===== config.mk =====
export PLATFORM = sky130hd
export DESIGN_NAME = coord_intersect
export DESIGN_NICKNAME = d
export VERILOG_FILES = /design/src/rtl/isect_pkg.sv /design/src/rtl/isect_scan.sv /design/src/rtl/isect_ctrl.sv /design/src/rtl/coord_intersect.sv
export SDC_FILE = /design/constraint.sdc
export NUM_CORES = 1
export LEC_CHECK = 0
export BUFFER_PORTS_ARGS = -buffer_cell sky130_fd_sc_hd__buf_2
export CORE_MARGIN = 3
export CORE_UTILIZATION = 55
export CTS_CLUSTER_SIZE = 8
export DETAILED_ROUTE_END_ITERATION = 16
export HOLD_SLACK_MARGIN = 0.12
export PLACE_DENSITY = 0.71
export SLEW_MARGIN = 10
export SYNTH_ARGS = -nofsm -noshare
export SYNTH_HDL_FRONTEND = slang
export SYNTH_SLANG_ARGS = --single-unit

===== constraint.sdc =====
create_clock -name clk -period 8.9 [get_ports clk]
set_input_delay 0.89 -clock clk [delete_from_list [all_inputs] [get_ports clk]]
set_output_delay 0.89 -clock clk [all_outputs]
set_load 0.005 [all_outputs]

===== src/rtl/isect_pkg.sv =====
package isect_pkg;
  typedef enum logic [1:0] {
    PH_IDLE = 2'd0,
    PH_RUN  = 2'd1,
    PH_DONE = 2'd2
  } phase_t;
endpackage


===== src/rtl/isect_scan.sv =====
// One scanner: coordinate store, length register, head pointer and a
// single-cycle skip finder that compares every live entry with the bound.
module isect_scan #(
  parameter int DEPTH = 16,
  parameter int CW    = 16,
  parameter int IW    = $clog2(DEPTH),
  parameter int LW    = $clog2(DEPTH + 1)
) (
  input  logic          clk,
  input  logic          rst_n,
  input  logic          wr_en,
  input  logic [IW-1:0] wr_addr,
  input  logic [CW-1:0] wr_coord,
  input  logic          len_en,
  input  logic [LW-1:0] len_val,
  input  logic          restart,
  input  logic          step,
  input  logic          jump,
  input  logic [CW-1:0] jump_tgt,
  output logic [CW-1:0] head,
  output logic [IW-1:0] head_idx,
  output logic          exh
);
  localparam logic [LW-1:0] DEPTH_L = LW'(DEPTH);

  logic [CW-1:0] store [DEPTH];
  logic [LW-1:0] len_q;
  logic [LW-1:0] eff_len;
  logic [LW-1:0] pos;
  logic [LW-1:0] pos_nx;
  logic [DEPTH-1:0] hit;
  logic          found;
  logic [LW-1:0] first;

  assign eff_len  = (len_q > DEPTH_L) ? DEPTH_L : len_q;
  assign head_idx = pos[IW-1:0];
  assign head     = store[pos[IW-1:0]];
  assign pos_nx   = pos + LW'(1);

  always_ff @(posedge clk) begin
    if (wr_en) store[wr_addr] <= wr_coord;
  end

  // Candidate entries: at or after the head, inside the list, not below the bound.
  for (genvar g = 0; g < DEPTH; g++) begin : g_cand
    localparam logic [LW-1:0] GI = LW'(g);
    assign hit[g] = (GI >= pos) && (GI < eff_len) && (store[g] >= jump_tgt);
  end

  always_comb begin
    found = 1'b0;
    first = '0;
    for (int i = DEPTH - 1; i >= 0; i--) begin
      if (hit[i]) begin
        found = 1'b1;
        first = LW'(i);
      end
    end
  end

  always_ff @(posedge clk) begin
    if (!rst_n) begin
      len_q <= '0;
      pos   <= '0;
      exh   <= 1'b1;
    end else begin
      if (len_en) len_q <= len_val;
      if (restart) begin
        pos <= '0;
        exh <= (eff_len == '0);
      end else if (step) begin
        pos <= pos_nx;
        exh <= (pos_nx >= eff_len);
      end else if (jump) begin
        if (found) pos <= first;
        else       exh <= 1'b1;
      end
    end
  end
endmodule


===== src/rtl/isect_ctrl.sv =====
// Run control: compares the two heads, emits on equality, skips otherwise.
module isect_ctrl
  import isect_pkg::*;
#(
  parameter int CW = 16
) (
  input  logic          clk,
  input  logic          rst_n,
  input  logic          start,
  input  logic [CW-1:0] head_a,
  input  logic [CW-1:0] head_b,
  input  logic          exh_a,
  input  logic          exh_b,
  input  logic          out_ready,
  output logic          restart,
  output logic          step,
  output logic          jump,
  output logic          out_valid,
  output logic          done
);
  phase_t phase;
  logic   live;

  assign live      = (phase == PH_RUN) && !exh_a && !exh_b;
  assign restart   = start && (phase != PH_RUN);
  assign out_valid = live && (head_a == head_b);
  assign step      = out_valid && out_ready;
  assign jump      = live && (head_a != head_b);
  assign done      = (phase == PH_DONE);

  always_ff @(posedge clk) begin
    if (!rst_n) begin
      phase <= PH_IDLE;
    end else begin
      unique case (phase)
        PH_IDLE, PH_DONE: if (start) phase <= PH_RUN;
        PH_RUN:           if (exh_a || exh_b) phase <= PH_DONE;
        default:          phase <= PH_IDLE;
      endcase
    end
  end
endmodule


===== src/rtl/coord_intersect.sv =====
module coord_intersect #(
  parameter int DEPTH = 16,
  parameter int CW    = 16,
  parameter int IW    = $clog2(DEPTH),
  parameter int LW    = $clog2(DEPTH + 1)
) (
  input  logic          clk,
  input  logic          rst_n,
  input  logic          wr_list,
  input  logic          wr_en,
  input  logic [IW-1:0] wr_addr,
  input  logic [CW-1:0] wr_coord,
  input  logic          len_en,
  input  logic [LW-1:0] len_val,
  input  logic          start,
  output logic          done,
  output logic          out_valid,
  input  logic          out_ready,
  output logic [CW-1:0] out_coord,
  output logic [IW-1:0] out_idx_a,
  output logic [IW-1:0] out_idx_b
);
  localparam int NSCAN = 2;

  logic [CW-1:0] head     [NSCAN];
  logic [IW-1:0] head_idx [NSCAN];
  logic [NSCAN-1:0] exh;
  logic restart, step, jump;

  for (genvar g = 0; g < NSCAN; g++) begin : g_scan
    isect_scan #(.DEPTH(DEPTH), .CW(CW), .IW(IW), .LW(LW)) u_scan (
      .clk      (clk),
      .rst_n    (rst_n),
      .wr_en    (wr_en && (wr_list == 1'(g))),
      .wr_addr  (wr_addr),
      .wr_coord (wr_coord),
      .len_en   (len_en && (wr_list == 1'(g))),
      .len_val  (len_val),
      .restart  (restart),
      .step     (step),
      .jump     (jump),
      .jump_tgt (head[NSCAN-1-g]),
      .head     (head[g]),
      .head_idx (head_idx[g]),
      .exh      (exh[g])
    );
  end

  isect_ctrl #(.CW(CW)) u_ctrl (
    .clk       (clk),
    .rst_n     (rst_n),
    .start     (start),
    .head_a    (head[0]),
    .head_b    (head[1]),
    .exh_a     (exh[0]),
    .exh_b     (exh[1]),
    .out_ready (out_ready),
    .restart   (restart),
    .step      (step),
    .jump      (jump),
    .out_valid (out_valid),
    .done      (done)
  );

  assign out_coord = head[0];
  assign out_idx_a = head_idx[0];
  assign out_idx_b = head_idx[1];
endmodule


==> flow_metrics.py, run 1 <==
metrics = {
    "run_status": {
        "outcome": "finished clean",
    },
    "synthesis": {
        "yosys.area.top_type_share_pct": 46.2,
        "yosys.cell_types.count": 75,
        "yosys-top-cells-area": "sky130_fd_sc_hd__edfxtp_1 (46%), sky130_fd_sc_hd__ha_1 (20%), sky130_fd_sc_hd__mux4_2 (8.9%)",
        "seq_area_frac_synth_pct": 48.1,
        "post_synth_design_cell_area_mm2": 0.0333,
        "avg_inst_size_synth_um2": 13.4,
        "yosys_register_bits": 544,
        "postSynthCellCount": 2488,
        "async_flop_share_pct": 0,
        "synth_flop_cell": "sky130_fd_sc_hd__edfxtp_1",
        "synth.largest_area_cell": "sky130_fd_sc_hd__edfxtp_1",
        "yosysWarnings": 0,
        "synth_edf_count": 512,
        "synth.net_count": 3048,
    },
    "clocking": {
        "clock_latency_ps": 630,
        "cts-buffers-inserted": 78,
        "cts.path.max_buffers": 3,
        "clock_tree_from_tritoncts": "yes",
        "cts-root-buf": "sky130_fd_sc_hd__clkbuf_16",
        "numClockSinks": 544,
        "total_number_of_h_tree_levels": 3,
        "cts_setup_buffers": 0,
        "clk_pin_slew_worst_paths_ps": 60,
        "cts_resized": 0,
        "cts_hold_buf": 0,
    },
    "drt": {
        "detailroute.via_count": 23154,
        "drc": 0,
        "post_detailed_routing_wire_length_um": 97000,
        "postRouteAntennaNets": 0,
        "wirelength_met1_um": 40600,
        "detailedRoute.firstPassIterationCount": 6,
        "top_layer_used": "met5",
        "drtIter0Drc": 2537,
        "wl_met2_um": 41700,
        "viasPerCell": 6.79,
        "wl_met3_um": 11900,
        "wl_per_cell_um": 28.4,
    },
    "timing": {
        "setup_viol_count_final": 0,
        "max-slew-margin-rel_pct": 25.1,
        "top_achievable_clock_speed_mhz": 150,
        "tightestPinTransition_ps": 1110,
        "layout_worst_path_cycle_share_pct": 75.0,
        "fin_tns_setup_ps": 0,
        "holdWs_ps": 542,
        "final_period_minus_worst_setup_slack_ps": 6680,
        "final-hold-violation-count": 0,
        "grt_setup_unrepaired": "false",
        "setup_ws_ps": 2220,
        "finClkSkew_ps": 26.8,
        "report.final.slew_viol_count": 0,
    },
    "layout": {
        "final.fill_count": 4552,
        "ratio_of_cells_with_drive_above_1_in_the_final_layout_pct": 13.3,
        "area_delta_synth_final_pct": 10.4,
        "final_cell_area_mm2": 0.0367,
        "final_net_count": 3165,
        "diodes": 0,
        "fin_util_pct": 61.8,
        "final_cell_count_no_fill": 3411,
    },
    "worst_setup_path": {
        "timing.reg2reg.setup_slack_ps": 2220,
        "timing.critical_path.mode_cell": "sky130_fd_sc_hd__mux4_2",
        "data_arrival_time_at_the_worst_slack_endpoint_ps": 7180,
        "critPathMaxStageDelay_ps": 780,
        "crit_family": "compound AO/OA/AOI/OAI gates",
        "crit_path_top_delay_cell": "sky130_fd_sc_hd__dfxtp_4",
        "critical_path_required_ps": 9400,
        "critical_path.startpoint_type": "flop",
        "endpoint_kind": "flop",
        "worstPathMaxFanout": 32,
        "worst-setup-path-type": "flop to flop",
        "crit_path_buf_inv_count": 2,
        "worstPathCellList": "buf_4, mux4_2, mux4_2, inv_1, ha_1, a21o_1, a21oi_1, o21ai_0, a2111oi_0, a2111o_1, nand4_1, or4bb_1, o311ai_1, nor3b_1, nor3_1",
    },
    "power_and_ir_drop": {
        "power_per_cell_area_mw_per_mm2": 161,
        "total_leakage_power_nw": 14.4,
        "irDropWorstVdd_uv": 138,
        "totalPowerFinal_mw": 5.90,
    },
    "global_routing": {
        "antenna_found_initial": 4,
        "grt_pass1_vias": 22910,
        "grt_start_max_net_pins": 45,
        "grt-ovfl-total": 0,
        "grt_pass1_wl_um": 145000,
        "track_usage_pct": 30.6,
    },
    "placement": {
        "port_buffers": 57,
        "dpl_cell_area_mm2": 0.0346,
        "place_inst": 3298,
        "dp_worst_setup_slack_ps": 2320,
        "hpwl_um": 70900,
        "routabilityCongestion": 0.959,
    },
    "hold_path": {
        "hold_start": "g_scan[1].u_scan.exh$_SDFFE_PN1P_",
        "worstHoldPathType": "flop to flop",
    },
    "die": {
        "num_rows": 89,
        "io_pins": 58,
        "total_die_area_mm2": 0.0635,
        "coreArea_mm2": 0.0595,
        "die_h_um": 252,
        "initial_core_util_pct": 56.0,
        "die_w_um": 252,
    },
    "run": {
        "drv_cap": 0,
    },
}
==> synthesized netlist by cell type (17+ instances only) <==
cell	count
sky130_fd_sc_hd__ha_1	528
sky130_fd_sc_hd__edfxtp_1	512
sky130_fd_sc_hd__a21oi_1	164
sky130_fd_sc_hd__mux4_2	132
sky130_fd_sc_hd__a21o_1	131
sky130_fd_sc_hd__nor2_1	104
sky130_fd_sc_hd__nand2_1	93
sky130_fd_sc_hd__o21ai_0	85
sky130_fd_sc_hd__inv_1	81
sky130_fd_sc_hd__nand4_1	60
sky130_fd_sc_hd__nand3_1	44
sky130_fd_sc_hd__nand2b_1	42
sky130_fd_sc_hd__clkbuf_1	36
sky130_fd_sc_hd__mux2i_1	35
sky130_fd_sc_hd__dfxtp_1	32
sky130_fd_sc_hd__nor2b_1	32
sky130_fd_sc_hd__a211oi_1	26
sky130_fd_sc_hd__o21a_1	23
sky130_fd_sc_hd__nor4_1	19
sky130_fd_sc_hd__a221oi_1	18
sky130_fd_sc_hd__a22oi_1	18
sky130_fd_sc_hd__nor3_1	17
sky130_fd_sc_hd__o211ai_1	17
==> area by class of cell <==
| type | count | area [um^2] | area share (%) |
|---|---|---|---|
| clock inverters | 8 | 106 | 0.289 |
| repair buffers | 110 | 696 | 1.89 |
| clock buffers | 105 | 2060 | 5.62 |
| multi-input cells | 1788 | 16600 | 45.1 |
| flip-flops and latches | 544 | 16000 | 43.6 |
| inverters | 83 | 312 | 0.848 |
| well taps | 773 | 967 | 2.63 |
==> worst register-to-register path: stages, from the launching register on <==
cell and delay, ps:
sky130_fd_sc_hd__dfxtp_4 780, sky130_fd_sc_hd__buf_4 510, sky130_fd_sc_hd__mux4_2 570, sky130_fd_sc_hd__mux4_2 520
sky130_fd_sc_hd__inv_1 470, sky130_fd_sc_hd__ha_1 370, sky130_fd_sc_hd__a21o_1 180, sky130_fd_sc_hd__a21oi_1 150
sky130_fd_sc_hd__o21ai_0 270, sky130_fd_sc_hd__a2111oi_0 720, sky130_fd_sc_hd__a2111o_1 220, sky130_fd_sc_hd__nand4_1 120
sky130_fd_sc_hd__or4bb_1 580, sky130_fd_sc_hd__o311ai_1 680, sky130_fd_sc_hd__nor3b_1 320, sky130_fd_sc_hd__nor3_1 90
==> logic make-up (layout without fill, tap and decap cells) <==
logic type,after synthesis,in the layout,share of synthesized area (%)
DFF,544,544,48.1
adders and majority gates,528,528,19.9
buffers and inverters,156,306,2.08
and+or+nand+nor,474,474,7.46
muxes,167,167,9.99
AOI/OAI and AO/OA,597,597,11.9
xor gates and xnor gates,22,22,0.579
==> path summary, 6_finish.rpt <==
path | depth (start not counted) | end
worst max register to register | 15 | flop
worst max-delay path | 15 | flop
worst min-delay path | 2 | g_scan[1].u_scan.exh$_SDFFE_PN1P_
worst min register to register | 2 | g_scan[1].u_scan.exh$_SDFFE_PN1P_
==> registers in the layout, indices dropped and copies added (netlist names), named ones only <==
name / cells
g_scan.u_scan.exh: 2
g_scan.u_scan.pos: 10
g_scan.u_scan.len_q: 10
g_scan.u_scan.store: 512
u_ctrl.phase: 2
==> placed cells by master (no fill, tap or decap), types with 28 or more instances in the layout <==
cell,Yosys,layout
sky130_fd_sc_hd__nand2b_1,42,42
sky130_fd_sc_hd__edfxtp_1,512,512
sky130_fd_sc_hd__nand2_1,93,93
sky130_fd_sc_hd__a21o_1,131,131
sky130_fd_sc_hd__a21oi_1,164,164
sky130_fd_sc_hd__clkbuf_16,0,78
sky130_fd_sc_hd__buf_4,15,52
sky130_fd_sc_hd__nor2b_1,32,32
sky130_fd_sc_hd__nor2_1,104,104
sky130_fd_sc_hd__o21ai_0,85,85
sky130_fd_sc_hd__ha_1,528,528
sky130_fd_sc_hd__dfxtp_1,32,28
sky130_fd_sc_hd__buf_2,10,57
sky130_fd_sc_hd__inv_1,81,81
sky130_fd_sc_hd__mux2i_1,35,35
sky130_fd_sc_hd__nand4_1,60,60
sky130_fd_sc_hd__mux4_2,132,132
sky130_fd_sc_hd__nand3_1,44,44
==> power breakdown <==
group | switching [mW] | leakage, nW | internal, mW
sequential | 0.0285 | 4.87 | 2.84
combinational | 0.209 | 8.52 | 0.112
clock | 1.11 | 1.05 | 1.60
==> per-layer routing <==
layer	global-route usage (%)	vias up
met5	0	-
met4	9.95	4
met3	8.75	179
met2	44.6	1311
met1	44.4	11393
li1	-	10267
No activity file was read; power rests on OpenSTA's default activity.
==> inputs of run 2 (changes only) <==
==> constraint.sdc (replaced) <==
create_clock -name clk -period 6.15 [get_ports clk]
set_input_delay 0.615 -clock clk [delete_from_list [all_inputs] [get_ports clk]]
set_output_delay 0.615 -clock clk [all_outputs]
set_load 0.005 [all_outputs]
==> flow_metrics.py, run 2 (synthesized netlist as in run 1, its figures left out) <==
metrics = {
    "run_status": {
        "outcome": "finished clean",
    },
    "placement": {
        "port_buffers": 57,
        "routabilityCongestion": 0.994,
        "dp_worst_setup_slack_ps": 448,
        "hpwl_um": 75800,
    },
    "hold_path": {
        "worstHoldPathType": "input pin to flop",
    },
    "die": {
        "die_w_um": 252,
        "initial_core_util_pct": 56.0,
        "io_pins": 58,
        "total_die_area_mm2": 0.0635,
        "coreArea_mm2": 0.0595,
        "num_rows": 89,
        "die_h_um": 252,
    },
    "clocking": {
        "cts-root-buf": "sky130_fd_sc_hd__clkbuf_16",
        "cts_setup_buffers": 0,
        "total_number_of_h_tree_levels": 3,
        "cts-buffers-inserted": 78,
        "clock_latency_ps": 630,
        "cts_resized": 0,
        "clock_tree_from_tritoncts": "yes",
        "numClockSinks": 544,
        "cts_hold_buf": 0,
        "cts.path.max_buffers": 3,
        "clk_pin_slew_worst_paths_ps": 50,
    },
    "power_and_ir_drop": {
        "power_per_cell_area_mw_per_mm2": 229,
        "irDropWorstVdd_uv": 188,
        "total_leakage_power_nw": 14.8,
        "totalPowerFinal_mw": 8.55,
    },
    "timing": {
        "final-hold-violation-count": 0,
        "report.final.slew_viol_count": 0,
        "tightestPinTransition_ps": 977,
        "setup_ws_ps": 343,
        "finClkSkew_ps": 35.6,
        "layout_worst_path_cycle_share_pct": 94.4,
        "final_period_minus_worst_setup_slack_ps": 5810,
        "max-slew-margin-rel_pct": 34.2,
        "fin_tns_setup_ps": 0,
        "grt_setup_unrepaired": "false",
        "top_achievable_clock_speed_mhz": 172,
        "setup_viol_count_final": 0,
    },
    "worst_setup_path": {
        "crit_family": "compound AO/OA/AOI/OAI gates",
        "crit_path_buf_inv_count": 3,
        "worstPathCellList": "buf_12, mux4_2, mux4_2, inv_1, ha_1, a21o_1, a221oi_1, o21ai_0, o21ai_0, o21ai_0, or4bb_1, o311ai_1, buf_4, nor3b_1, nor3_1",
        "critical_path_required_ps": 6620,
        "worstPathMaxFanout": 18,
        "worst-setup-path-type": "flop to flop",
        "data_arrival_time_at_the_worst_slack_endpoint_ps": 6280,
        "critPathMaxStageDelay_ps": 640,
        "crit_path_top_delay_cell": "sky130_fd_sc_hd__dfxtp_4",
        "critical_path.startpoint_type": "flop",
        "timing.critical_path.mode_cell": "sky130_fd_sc_hd__o21ai_0",
        "endpoint_kind": "flop",
    },
    "layout": {
        "area_delta_synth_final_pct": 12.2,
        "largest_registers": "g_scan.u_scan.store: 512 flops, g_scan.u_scan.len_q: 10 flops, g_scan.u_scan.pos: 10 flops",
        "final.fill_count": 4457,
        "final_net_count": 3230,
        "layout_commonest_cell": "sky130_fd_sc_hd__ha_1",
        "ratio_of_cells_with_drive_above_1_in_the_final_layout_pct": 15.4,
        "largest_reg_flops": 512,
        "biggest_register": "g_scan.u_scan.store",
        "fin_util_pct": 62.8,
        "diodes": 0,
        "most-common-layout-cells": "sky130_fd_sc_hd__ha_1 (528), sky130_fd_sc_hd__edfxtp_1 (512), sky130_fd_sc_hd__a21oi_1 (164)",
    },
    "drt": {
        "viasPerCell": 6.78,
        "detailroute.via_count": 23499,
        "post_detailed_routing_wire_length_um": 100000,
        "drc": 0,
        "postRouteAntennaNets": 0,
        "drtIter0Drc": 2726,
        "wl_per_cell_um": 28.9,
        "detailedRoute.firstPassIterationCount": 6,
    },
    "run": {
        "drv_cap": 0,
    },
    "global_routing": {
        "antenna_found_initial": 2,
        "grt_pass1_vias": 23749,
        "track_usage_pct": 31.8,
        "grt_start_max_net_pins": 33,
        "grt-ovfl-total": 0,
        "grt_pass1_wl_um": 150000,
    },
}
==> run 2: routing by layer <==
| metal | GRT usage [%] | vias to the layer above | routed length, um |
|---|---|---|---|
| met5 | 0 | - | 25 |
| met4 | 11.5 | 4 | 3960 |
| met3 | 10.9 | 249 | 12400 |
| met2 | 46.9 | 1257 | 42900 |
| met1 | 43.9 | 11624 | 40900 |
| li1 | - | 10365 | - |
==> run 2: final cells by class <==
| type | count | area, um^2 | share of cell area (%) |
|---|---|---|---|
| clock buffers | 98 | 2080 | 5.57 |
| clock inverters | 6 | 96.3 | 0.258 |
| inverters | 83 | 312 | 0.835 |
| multi-input cells | 1788 | 16600 | 44.4 |
| flip-flops and latches | 544 | 16000 | 42.9 |
| well taps | 773 | 967 | 2.59 |
| repair buffers | 175 | 1270 | 3.41 |
==> run 2: tightest hold or removal path: stages <==
cell and delay [ps]:
sky130_fd_sc_hd__buf_2 90, sky130_fd_sc_hd__mux2i_1 60, sky130_fd_sc_hd__nor2b_1 100
==> run 2: power by group <==
group | switching, mW | total, mW | internal, mW
clock network | 1.57 | 3.92 | 2.34
registers | 0.0418 | 4.15 | 4.10
logic | 0.309 | 0.481 | 0.173
==> run 2: final timing paths <==
check	startpoint	end	slack, ps	cells past startpoint
setup / recovery	flop	g_scan[1].u_scan.pos[3]$_SDFFE_PP0P_	340	15
hold / removal	len_val[1]	g_scan[0].u_scan.len_q[1]$_SDFFE_PN0P_	270	3
setup reg to reg	flop	g_scan[1].u_scan.pos[3]$_SDFFE_PP0P_	340	15
hold reg to reg	u_ctrl.phase[0]$_SDFFE_PN0P_	u_ctrl.phase[0]$_SDFFE_PN0P_	560	2
==> run 2: metrics by stage <==
| step | hold WS, ps | cells | cell area, um^2 |
|---|---|---|---|
| after floorplan | 494 | 2488 | 33300 |
| after global placement | 513 | 3363 | 35100 |
| after detailed placement | 551 | 3363 | 35100 |
| after CTS | 246 | 3467 | 37300 |
| after global routing | 276 | 3467 | 37300 |
| final | 273 | 3467 | 37300 |
